[src/rtl/sar_seq_pkg.sv]
package sar_seq_pkg;

   typedef enum logic [1:0] {
      ST_IDLE  = 2'd0,
      ST_TRACK = 2'd1,
      ST_SETUP = 2'd2,
      ST_TRIAL = 2'd3
   } seq_state_e;

   localparam logic [2:0] MODE_SW  = 3'b000;
   localparam logic [2:0] MODE_T0  = 3'b001;
   localparam logic [2:0] MODE_T1  = 3'b010;
   localparam logic [2:0] MODE_T2  = 3'b011;
   localparam logic [2:0] MODE_PIN = 3'b100;
   localparam logic [2:0] MODE_T3  = 3'b101;

endpackage

[src/rtl/sar_trig_sel.sv]
module sar_trig_sel #(
   parameter int NUM_TIMERS  = 4,
   parameter int SYNC_STAGES = 0
) (
   input  logic                  clk,
   input  logic                  rst_n,
   input  logic [2:0]            mode,
   input  logic                  sw_start,
   input  logic [NUM_TIMERS-1:0] tmr_ovf,
   input  logic                  cnv_pin,
   output logic                  start,
   output logic                  ext_sel,
   output logic                  pin_lvl
);
   import sar_seq_pkg::*;

   if (NUM_TIMERS != 4) begin : g_bad_timers
      $error("sar_trig_sel: mode decode needs exactly 4 timer strobes");
   end
   if (SYNC_STAGES < 0) begin : g_bad_sync
      $error("sar_trig_sel: SYNC_STAGES must not be negative");
   end

   logic pin_s;
   logic pin_q;

   generate
      if (SYNC_STAGES == 0) begin : g_raw
         assign pin_s = cnv_pin;
      end else begin : g_sync
         logic [SYNC_STAGES-1:0] chain;
         always_ff @(posedge clk or negedge rst_n) begin
            if (!rst_n) begin
               chain <= '0;
            end else begin
               chain[0] <= cnv_pin;
               for (int i = 1; i < SYNC_STAGES; i++) begin
                  chain[i] <= chain[i-1];
               end
            end
         end
         assign pin_s = chain[SYNC_STAGES-1];
      end
   endgenerate

   // Resets high so a pin held high through reset is not taken as an edge.
   always_ff @(posedge clk or negedge rst_n) begin
      if (!rst_n) pin_q <= 1'b1;
      else        pin_q <= pin_s;
   end

   assign pin_lvl = pin_s;
   assign ext_sel = (mode == MODE_PIN);

   always_comb begin
      unique case (mode)
         MODE_SW:  start = sw_start;
         MODE_T0:  start = tmr_ovf[0];
         MODE_T1:  start = tmr_ovf[1];
         MODE_T2:  start = tmr_ovf[2];
         MODE_T3:  start = tmr_ovf[3];
         MODE_PIN: start = pin_s & ~pin_q;
         default:  start = 1'b0;
      endcase
   end

   AST_NO_START_RESERVED: assert property (@(posedge clk) disable iff (!rst_n)
      (mode[2:1] == 2'b11) |-> !start) else $error("reserved mode started");

endmodule

[src/rtl/sar_trial_reg.sv]
module sar_trial_reg #(
   parameter int RES_W = 10
) (
   input  logic             clk,
   input  logic             rst_n,
   input  logic             load_msb,
   input  logic             step,
   input  logic             cmp_in,
   output logic [RES_W-1:0] code,
   output logic [RES_W-1:0] code_nxt,
   output logic             last
);
   localparam logic [RES_W-1:0] MSB_ONLY = {1'b1, {(RES_W-1){1'b0}}};

   logic [RES_W-1:0] code_q;
   logic [RES_W-1:0] mask_q;

   // Keep the trial bit when the input is at or above the trial level.
   assign code_nxt = (cmp_in ? code_q : (code_q & ~mask_q)) | (mask_q >> 1);

   always_ff @(posedge clk or negedge rst_n) begin
      if (!rst_n) begin
         code_q <= '0;
         mask_q <= '0;
      end else if (load_msb) begin
         code_q <= MSB_ONLY;
         mask_q <= MSB_ONLY;
      end else if (step) begin
         code_q <= code_nxt;
         mask_q <= mask_q >> 1;
      end
   end

   assign code = code_q;
   assign last = mask_q[0];

   AST_MASK_ONEHOT: assert property (@(posedge clk) disable iff (!rst_n)
      $onehot0(mask_q)) else $error("trial mask not one-hot");
   AST_STEP_HAS_BIT: assert property (@(posedge clk) disable iff (!rst_n)
      step |-> (mask_q != '0)) else $error("trial step with no bit");
   AST_SETUP_MSB: assert property (@(posedge clk) disable iff (!rst_n)
      load_msb |=> (code_q == MSB_ONLY)) else $error("first trial not MSB");

endmodule

[src/rtl/sar_seq_top.sv]
module sar_seq_top #(
   parameter int RES_W       = 10,
   parameter int NUM_TIMERS  = 4,
   parameter int TRACK_CLKS  = 3,
   parameter int SYNC_STAGES = 0
) (
   input  logic                  clk,
   input  logic                  rst_n,
   input  logic [2:0]            trig_mode,
   input  logic                  lp_track,
   input  logic                  sleep,
   input  logic                  sw_start,
   input  logic [NUM_TIMERS-1:0] tmr_ovf,
   input  logic                  cnv_pin,
   input  logic                  cmp_in,
   output logic                  track_en,
   output logic [RES_W-1:0]      dac_code,
   output logic                  busy,
   output logic                  done,
   output logic [RES_W-1:0]      result
);
   import sar_seq_pkg::*;

   localparam int TCW = (TRACK_CLKS < 2) ? 1 : $clog2(TRACK_CLKS);
   localparam logic [TCW-1:0] TRK_LOAD = TCW'(TRACK_CLKS - 1);

   if (RES_W < 2) begin : g_bad_res
      $error("sar_seq_top: RES_W must be at least 2");
   end
   if (TRACK_CLKS < 1) begin : g_bad_track
      $error("sar_seq_top: TRACK_CLKS must be at least 1");
   end

   seq_state_e       state_q;
   logic [TCW-1:0]   trk_cnt_q;
   logic             busy_q;
   logic             done_q;
   logic [RES_W-1:0] result_q;
   logic             start;
   logic             ext_sel;
   logic             pin_lvl;
   logic             last;
   logic [RES_W-1:0] code_nxt;

   sar_trig_sel #(
      .NUM_TIMERS  (NUM_TIMERS),
      .SYNC_STAGES (SYNC_STAGES)
   ) trig_i (
      .clk      (clk),
      .rst_n    (rst_n),
      .mode     (trig_mode),
      .sw_start (sw_start),
      .tmr_ovf  (tmr_ovf),
      .cnv_pin  (cnv_pin),
      .start    (start),
      .ext_sel  (ext_sel),
      .pin_lvl  (pin_lvl)
   );

   sar_trial_reg #(
      .RES_W (RES_W)
   ) trial_i (
      .clk      (clk),
      .rst_n    (rst_n),
      .load_msb (state_q == ST_SETUP),
      .step     (state_q == ST_TRIAL),
      .cmp_in   (cmp_in),
      .code     (dac_code),
      .code_nxt (code_nxt),
      .last     (last)
   );

   always_ff @(posedge clk or negedge rst_n) begin
      if (!rst_n) begin
         state_q   <= ST_IDLE;
         trk_cnt_q <= '0;
         busy_q    <= 1'b0;
         done_q    <= 1'b0;
         result_q  <= '0;
      end else begin
         done_q <= 1'b0;
         unique case (state_q)
            ST_IDLE: begin
               if (start) begin
                  busy_q <= 1'b1;
                  if (lp_track && !ext_sel) begin
                     state_q   <= ST_TRACK;
                     trk_cnt_q <= TRK_LOAD;
                  end else begin
                     state_q <= ST_SETUP;
                  end
               end
            end
            ST_TRACK: begin
               if (trk_cnt_q == '0) state_q   <= ST_SETUP;
               else                 trk_cnt_q <= trk_cnt_q - 1'b1;
            end
            ST_SETUP: state_q <= ST_TRIAL;
            ST_TRIAL: begin
               if (last) begin
                  state_q  <= ST_IDLE;
                  busy_q   <= 1'b0;
                  done_q   <= 1'b1;
                  result_q <= code_nxt;
               end
            end
            default: state_q <= ST_IDLE;
         endcase
      end
   end

   always_comb begin
      if (sleep)         track_en = 1'b0;
      else if (!lp_track) track_en = (state_q == ST_IDLE);
      else if (ext_sel)  track_en = (state_q == ST_IDLE) && !pin_lvl;
      else               track_en = (state_q == ST_TRACK);
   end

   assign busy   = busy_q;
   assign done   = done_q;
   assign result = result_q;

   AST_SLEEP_OFF: assert property (@(posedge clk) disable iff (!rst_n)
      sleep |-> !track_en) else $error("tracking during sleep");
   AST_CONT_TRACK: assert property (@(posedge clk) disable iff (!rst_n)
      (!lp_track && !sleep) |-> (track_en == !busy)) else $error("continuous tracking broken");
   AST_TRACK_WINDOW_BUSY: assert property (@(posedge clk) disable iff (!rst_n)
      (state_q == ST_TRACK) |-> busy) else $error("track window outside busy");
   AST_DONE_SINGLE: assert property (@(posedge clk) disable iff (!rst_n)
      done |=> !done) else $error("done longer than one cycle");
   AST_DONE_ON_FALL: assert property (@(posedge clk) disable iff (!rst_n)
      done |-> (!busy && $past(busy))) else $error("done without busy fall");
   AST_BUSY_ENDS_DONE: assert property (@(posedge clk) disable iff (!rst_n)
      busy |=> (busy || done)) else $error("busy dropped without done");

endmodule

[config.mk]
export PLATFORM = sky130hd
export DESIGN_NAME = sar_seq_top
export DESIGN_NICKNAME = d
export VERILOG_FILES = /design/src/rtl/sar_seq_pkg.sv /design/src/rtl/sar_trig_sel.sv /design/src/rtl/sar_trial_reg.sv /design/src/rtl/sar_seq_top.sv
export SDC_FILE = /design/constraint.sdc
export NUM_CORES = 1
export LEC_CHECK = 0
export CAP_MARGIN = 15
export CELL_PAD_IN_SITES_DETAIL_PLACEMENT = 0
export CELL_PAD_IN_SITES_GLOBAL_PLACEMENT = 2
export CORE_ASPECT_RATIO = 1.75
export CORE_MARGIN = 5
export CORE_UTILIZATION = 37
export DETAILED_ROUTE_END_ITERATION = 6
export PLACE_DENSITY = 0.92
export REMOVE_ABC_BUFFERS = 1
export SLEW_MARGIN = 5
export SYNTH_ARGS = -nofsm -noshare
export SYNTH_HDL_FRONTEND = slang
export SYNTH_HIERARCHICAL = 1
export SYNTH_SLANG_ARGS = --single-unit
[constraint.sdc]
create_clock -name clk -period 4.85 [get_ports clk]
set_input_delay 0.485 -clock clk [delete_from_list [all_inputs] [get_ports clk]]
set_output_delay 0.485 -clock clk [all_outputs]
set_load 0.01 [all_outputs]
Yosys cells after proc, flatten, opt, wreduce, memory -nomap -nowiden
Cells that the tools add are included.
{ "totals": {"ff_bits": 37, "inputBits": 14, "output_inout_bits": 23} }
{ "classes": {"n_addsub": 1, "eq_ne": 13, "muxes": 23, "bitwise_logic": 5, "n_reduce_logical": 14} }
{ "ops": {"columns": ["operator", "n"], "rows": [
  ["10-bit two-way mux", 5],
  ["2-bit two-way mux", 7],
  ["10-bit bitwise AND", 1],
  ["2-bit != test, second input constant", 5],
  ["10-bit NOT", 1],
  ["10-bit by 9-bit bitwise OR with 10-bit output", 1],
  ["2-bit case mux with 4 select lines", 1],
  ["1-bit two-way mux", 7],
  ["3-bit by 2-bit == test with 1-bit output, second input constant", 2],
  ["3-bit == test, second input constant", 2],
  ["1-bit case mux with 6 select lines", 1],
  ["3-bit AND reduction", 2],
  ["2-bit nonzero test", 3],
  ["2-bit == test, second input constant", 2],
  ["2-bit logical NOT", 2],
  ["2-bit case mux with 2 select lines", 1],
  ["4-bit AND reduction", 1],
  ["3-bit by 1-bit == test with 1-bit output, second input constant", 1],
  ["3-bit logical NOT", 1],
  ["2-bit by 1-bit == test with 1-bit output, second input constant", 1],
  ["1-bit logical AND", 2],
  ["1-bit logical NOT", 2],
  ["1-bit case mux with 2 select lines", 1],
  ["2-bit AND reduction", 1],
  ["other kinds (3)", 3]
]} }

Longest topological paths before layout
Gate-level depths: netlist of the first run.
{ "logic_depth": {"ltp_word": 6, "ltp_mapped": 7, "ltp_nobuf": 7} }

Modules after synthesis
The synthesis of the first run kept the hierarchy.
{ "modules_own_cells": {"columns": ["mod", "n_inst", "cells_per_inst", "area_each_um2"], "rows": [
  ["sar_trial_reg", 1, 97, 1078.5],
  ["sar_seq_top", 1, 67, 840.8],
  ["sar_trig_sel", 1, 8, 95.1]
]} }

Worst setup path after synthesis of the first run
Ideal clock, no wire load.
{ "synth_timing": {"path_kind": "in2reg", "from": "input cnv_pin", "to": "register state_q[1]", "t_arrival_ps": 1714, "required_ps": 4720, "slack_ps": 3006, "path_stages": 7, "n_path_buf": 0, "path_cell_list": "nor2b_1 -> mux4_2 -> mux2_2 -> nor2b_4 -> a211oi_4 -> o211ai_1 -> o21ai_0"} }
{ "synth_via": {"elab_chain_len": 4} }
{ "synth_rtl": {"columns": ["element", "line", "text"], "rows": [
  ["from (decl)", "sar_seq_top.sv:14", "input logic cnv_pin,"],
  ["1-bit bitwise AND", "sar_trig_sel.sv:62", "MODE_PIN: start = pin_s & ~pin_q;"],
  ["1-bit case mux with 6 select lines", "sar_trig_sel.sv:56", "unique case (mode)"],
  ["named net start", "sar_seq_top.sv:39", "logic start;"],
  ["2-bit != test (no source line)", null, null],
  ["3-bit AND reduction (no source line)", null, null],
  ["to (signal assigned)", "sar_seq_top.sv:75", "state_q <= ST_IDLE;"],
  ["to (signal assigned)", "sar_seq_top.sv:87", "state_q <= ST_TRACK;"],
  ["to (signal assigned)", "sar_seq_top.sv:90", "state_q <= ST_SETUP;"],
  ["to (decl)", "sar_seq_top.sv:34", "seq_state_e state_q;"]
]} }
The timed path passes the listed nets, and every way through them passes these cells.
A chain may end at the register's enable or synchronous reset.

Worst setup path after layout of the first run
{ "layout_timing": {"from": "input trig_mode[2]", "to": "output track_en"} }
{ "layout_via": {"elab_chain_len": 4} }
{ "layout_rtl": {"columns": ["element", "line", "text"], "rows": [
  ["from (decl)", "sar_seq_top.sv:9", "input logic [2:0] trig_mode,"],
  ["3-bit == test", "sar_trig_sel.sv:53", "assign ext_sel = (mode == MODE_PIN);"],
  ["named net ext_sel", "sar_seq_top.sv:40", "logic ext_sel;"],
  ["1-bit two-way mux", "sar_seq_top.sv:115", "else if (ext_sel) track_en = (state_q == ST_IDLE) && !pin_lvl;"],
  ["1-bit two-way mux", "sar_seq_top.sv:114", "else if (!lp_track) track_en = (state_q == ST_IDLE);"],
  ["1-bit two-way mux", "sar_seq_top.sv:113", "if (sleep) track_en = 1'b0;"],
  ["to (decl)", "sar_seq_top.sv:16", "output logic track_en,"]
]} }
The timed path passes the listed nets, and every way through them passes these cells.

==> results of run 1 <==
-- registers in the layout, indices dropped and copies added (netlist names) --
| register | flops |
|---|---|
| trk_cnt_q | 2 |
| trial_i/mask_q | 10 |
| trial_i/code | 10 |
| state_q | 2 |
| busy | 1 |
| result | 10 |
| done | 1 |
| trig_i/pin_q | 1 |
-- layout by cell type (no fill, tap or decap), drive strengths merged --
| master | instances |
|---|---|
| clkdlybuf4s50 | 35 |
| nor2b | 5 |
| nor2 | 4 |
| ha | 7 |
| a211oi | 1 |
| mux2i | 1 |
| nand3b | 1 |
| nand2 | 12 |
| a21boi | 1 |
| o21ai | 4 |
| a22oi | 1 |
| buf | 2 |
| a21oi | 23 |
| a311oi | 9 |
| o211ai | 1 |
| inv | 9 |
| clkbuf | 8 |
| mux2 | 11 |
| nand2b | 20 |
| a31o | 1 |
| mux4 | 1 |
| nor3b | 1 |
| a31oi | 2 |
| dfstp | 1 |
| dfrtp | 36 |
| a21o | 11 |
-- layer usage --
| metal | track usage | vias to the layer above |
|---|---|---|
| li1 | - | 667 |
| met1 | 0.162 | 683 |
| met2 | 0.218 | 28 |
| met3 | 0.0188 | 4 |
| met4 | 0.0668 | 0 |
| met5 | 0 | - |
-- how the worst max path moves through the flow --
stage	start	end	slack [ns]
finish	trig_mode[2]	track_en	2.07
floorplan	state_q[0]	result[0]	2.78
detailed placement	trig_mode[2]	track_en	2.05
CTS	trig_mode[2]	track_en	2.04
global placement	trig_mode[2]	track_en	2.10
global route	trig_mode[2]	track_en	1.81
-- kinds of logic (layout without fill, tap and decap cells) --
family / Yosys count / after routing / synth area share
multiplexers: 13 / 13 / 0.0944
adder cells (fa/ha/maj): 7 / 7 / 0.0435
flip-flops: 37 / 37 / 0.460
buffers and inverters: 18 / 54 / 0.0571
AND/OR/NAND/NOR: 43 / 43 / 0.121
AO/OA/AOI/OAI: 54 / 54 / 0.224
-- worst max-delay path, stage by stage --
cell and delay, ns:
clkdlybuf4s50_1 0.52, nor3b_1 0.33, inv_1 0.07, o21ai_0 0.17, a22oi_1 0.09, nor2_1 0.09
clkdlybuf4s50_1 0.54
-- synthesized netlist by cell type --
cell type and n:
a21oi_2 9, clkbuf_4 1, nor2_1 4, buf_12 1, dfrtp_1 36, a21oi_1 14
a22oi_1 1, mux4_2 1, buf_2 1, nand2_1 11, mux2_4 9, mux2i_1 1
a21o_1 11, nor2b_2 1, buf_4 1, a31o_1 1, nor2b_4 1, buf_6 3
nand2b_1 20, nand2_2 1, mux2_2 2, a21boi_0 1, inv_1 9, ha_1 7
o21ai_0 4, clkbuf_1 2, a31oi_1 2, a211oi_4 1, a311oi_2 9, nor2b_1 3
o211ai_1 1, nor3b_1 1, nand3b_1 1, dfstp_2 1
-- stage by stage --
step	area, µm²	utilization	setup WS (ns)	cells	power [W]
detailed placement	2390	0.451	2.05	274	0.000882
CTS	2480	0.468	2.04	282	0.00111
global placement	2390	0.451	2.10	274	0.000874
finish	2480	0.468	2.07	282	0.00109
floorplan	1930	-	2.78	163	0.000732
global route	2480	0.468	1.81	282	0.00117
-- final cells by class --
type	count	area, µm²	area share
clock buffers	8	90.1	0.0363
inverters	9	33.8	0.0136
multi-input cells	117	972	0.392
flip-flops and latches	37	927	0.374
well taps	74	92.6	0.0374
repair buffers	37	363	0.146
-- report_power, final --
| part | internal (W) | switching (W) |
|---|---|---|
| Clock | 0.000116 | 0.000102 |
| Sequential | 0.000364 | 0.0000600 |
| Combinational | 0.000206 | 0.000238 |
| Total | 0.000687 | 0.000400 |
==> flow_summary.toml, run 1 <==
[worst_setup_path]
r2r_start = "state_q[0]"
worstPathRequired_ns = 4.37
critical_path_class = "input port to output pin"
worstPathMaxFanout = 3
endpoint_kind = "output pin"
worst-r2r-setup-slack_ns = 2.83
critPathLaunchType = "input port"
r2r-end = "trial_i/code[7]"
worstRegToRegCells = 3
cp.arrival_ns = 2.29

[floorplan]
die_w_um = 65.8
core.rowCount = 35
ios = 37
coreArea_mm2 = 0.00530
initial_core_util = 0.380
die_y_um = 108
dieArea_mm2 = 0.00708

[detailed_routing]
drt_wl_total_um = 4190
firstDrtPassIters = 4
wl_met3_um = 140
met1Wirelength_um = 1760
drcViolationCount = 0
top_layer = "met4"
wl_per_cell_um = 14.8
vias = 1382
routed_via_density = 4.90
drt_iter0_drc = 58
ant_nets = 0
wl_met2_um = 2220

[synthesis]
ys_ff_latch = 37
yosysUniqueCellTypes = 34
syn_inst = 172
seq_area_frac_synth = 0.460
yosysTopAreaCellShare = 0.447
synth_warnings = 6
synth_largest_area_cell = "dfrtp_1"
synth_area_mm2 = 0.00201
avgSynthCellArea_um2 = 11.7
synth.area.top_cells = "dfrtp_1 45%, a311oi_2 6.7%, mux2_4 6.7%"

[cts]
clk_latency_ns = 0.28
cts_tree = "yes"
cts_hold_buf = 0
cts.reportedPaths.clkPinSlew_ns = 0.07
cts-root-buf = "clkbuf_8"
clock_path_buffers = 2
cts_buffers = 5
postCtsSetupRepairBufs = 0
cts_resized = 0
htreeDepth = 2
clock-sinks = 37

[global_route]
grt_max_degree = 38
grt_pass1_vias = 1418
grt_use_total = 0.131
gr-total-overflow = 0
antenna_found_initial = 0
grt_first_pass_wirelength_um = 7130

[timing]
hold_viol = 0
slew_headroom = 0.335
fmax_mhz = 360
setup_tns_ns = 0
rsz0062_at_grt = "false"
finalSetupViolations = 0
drv_slew = 0
clock_skew_ns = 0.00428
fin_hold_ws_ns = 0.293
finalCritPeriodShare = 0.573
tightest_slew_ns = 0.997
period_minus_slack_ns = 2.78

[outcome]
status = "finished, final reports clean"

[pwr]
leakagePower_nw = 1.09
vdd_drop_max_uv = 267
p_per_area_mw_per_mm2 = 438

[cells_and_area]
nFillCells = 496
area_growth_pct = 23.0
drive_gt1_frac = 0.207
fin_nets = 228
diodes = 0

[min_path]
hp-class = "input port to asynchronous set/reset pin"

[placed_design]
place_congestion = 0.733
portBuffers = 36
dpl.hpwl_um = 2940

[run]
drv_cap = 0
Power figures use the tool's default switching activity.
==> run 2: changes to the inputs <==
- CORE_UTILIZATION: 37 -> 31
- PLACE_DENSITY: 0.92 -> 0.83
- clock period: 4.85 -> 2.5 ns (I/O delays scaled with it)
==> flow_summary.toml, run 2 (synthesized netlist as in run 1, its figures left out) <==
[global_route]
grt_first_pass_wirelength_um = 7390
gr-total-overflow = 0
grt_pass1_vias = 1517
grt_max_degree = 38
grt_use_total = 0.113
antenna_found_initial = 0

[cells_and_area]
diodes = 0
layout_commonest_cell = "dfrtp_1"
area_growth_pct = 27.0
fin_nets = 231
final_cell_mix = "36 x dfrtp_1, 35 x clkdlybuf4s50_1, 20 x nand2b_1"
nFillCells = 668
drive_gt1_frac = 0.218

[floorplan]
die_y_um = 117
die_w_um = 70.9
coreArea_mm2 = 0.00644
initial_core_util = 0.313
core.rowCount = 39
dieArea_mm2 = 0.00827
ios = 37

[pwr]
p_sw_w = 0.000802
p_comb_frac = 0.382
p_per_area_mw_per_mm2 = 897
vdd_drop_max_uv = 302
seqPwrFrac = 0.360
leakagePower_nw = 1.13
p_int_w = 0.00149
power_frac_clock = 0.259
p_sw_frac = 0.350

[cts]
postCtsSetupRepairBufs = 0
cts.reportedPaths.clkPinSlew_ns = 0.05
cts_tree = "yes"
cts_buffers = 5
cts_hold_buf = 0
cts-root-buf = "clkbuf_16"
clock_path_buffers = 2
clock-sinks = 37
cts_resized = 0
clk_latency_ns = 0.28
htreeDepth = 2

[placed_design]
dpl.hpwl_um = 3010
place_congestion = 0.778
portBuffers = 36
preCtsSetupSlack_ns = 0.199

[outcome]
status = "finished, final reports clean"

[timing]
setup_tns_ns = 0
drv_slew = 0
finalWorstSetupSlack_ns = 0.204
tightest_slew_ns = 0.821
finalSetupViolations = 0
fmax_mhz = 436
clock_skew_ns = 0.00476
finalCritPeriodShare = 0.918
rsz0062_at_grt = "false"
hold_viol = 0
slew_headroom = 0.453
period_minus_slack_ns = 2.30

[worst_setup_path]
endpoint_kind = "output pin"
cp.arrival_ns = 2.05
critPathMaxStageDelay_ns = 0.53
critical_path.top_delay_family = "buffers and inverters"
critical_path_class = "input port to output pin"
critPathLaunchType = "input port"
worstPathMaxFanout = 3
crit_top_cell = "clkdlybuf4s50_1"
path_cells = "clkdlybuf4s50_1, nor3b_1, inv_1, o21ai_0, a22oi_1, nor2_1, clkdlybuf4s50_1"
worstPathRequired_ns = 2.25
critPathBufInv = 3
critPathSlowestCell = "clkdlybuf4s50_1"

[detailed_routing]
drt_iter0_drc = 53
routed_via_density = 4.74
drt_wl_total_um = 4180
vias = 1388
ant_nets = 0
drcViolationCount = 0
wl_per_cell_um = 14.3
firstDrtPassIters = 5

[min_path]
hp-class = "input port to asynchronous set/reset pin"

[run]
drv_cap = 0
run 2: cell types whose count changed in the layout (fill, tap and decap cells not counted):
cell       before  now
clkbuf_8        6    0
clkbuf_16       0    5
buf_4           1    4
clkinv_2        0    1
run 2: worst register-to-register path: cells and delay by family, from the launching register on:
family | cells | cell delay (ns)
and+or+nand+nor | 2 | 0.21
DFF | 1 | 0.51
muxes | 2 | 0.75
AOI/OAI and AO/OA | 3 | 0.28
run 2: through the flow:
step	area, µm²	std cells	power [W]	utilization	hold slack [ns]
after global placement	2420	285	0.00173	0.376	0.406
after CTS	2560	293	0.00234	0.397	0.108
final	2560	293	0.00229	0.397	0.0701
after floorplan	1930	163	0.00142	-	-0.0456
after detailed placement	2420	285	0.00173	0.376	0.401
after global routing	2560	293	0.00247	0.397	0.148
run 2: layout make-up:
cell class	instances	area, µm²	share of cell area
flip-flops and latches	37	927	0.362
repair buffers	40	385	0.151
well taps	82	103	0.0401
inverters	9	33.8	0.0132
clock buffers	7	133	0.0518
clock inverters	1	5.00	0.00196
multi-input cells	117	972	0.380
run 2: path summary, 6_finish.rpt:
check                             start              end  slack [ns]  cells past startpoint
min in group clk                cnv_pin     trig_i/pin_q        0.45                      1
max                        trig_mode[2]         track_en        0.20                      7
max reg2reg                trig_i/pin_q       state_q[1]        0.63                      7
max in group asynchronous         rst_n     trk_cnt_q[0]        1.91                      1
min reg2reg                trk_cnt_q[0]     trk_cnt_q[0]        0.49                      1
min                               rst_n  trial_i/code[3]        0.07                      1
run 2: power by group through the flow:
stage          clock (W)  combinational [W]  sequential [W]
2_1_floorplan          0           0.000592        0.000828
3_3_place_gp           0           0.000890        0.000836
3_5_place_dp           0           0.000894        0.000838
4_1_cts         0.000612           0.000900        0.000827
5_1_grt         0.000646           0.000981        0.000846
6_report        0.000593           0.000876        0.000825
run 2: layer usage:
layer | global-route usage | share of wire | vias to the layer above
li1 | - | - | 675
met1 | 0.125 | 0.41 | 678
met2 | 0.200 | 0.52 | 29
met3 | 0.0276 | 0.040 | 6
met4 | 0.0565 | 0.022 | 0
met5 | 0 | 0 | -
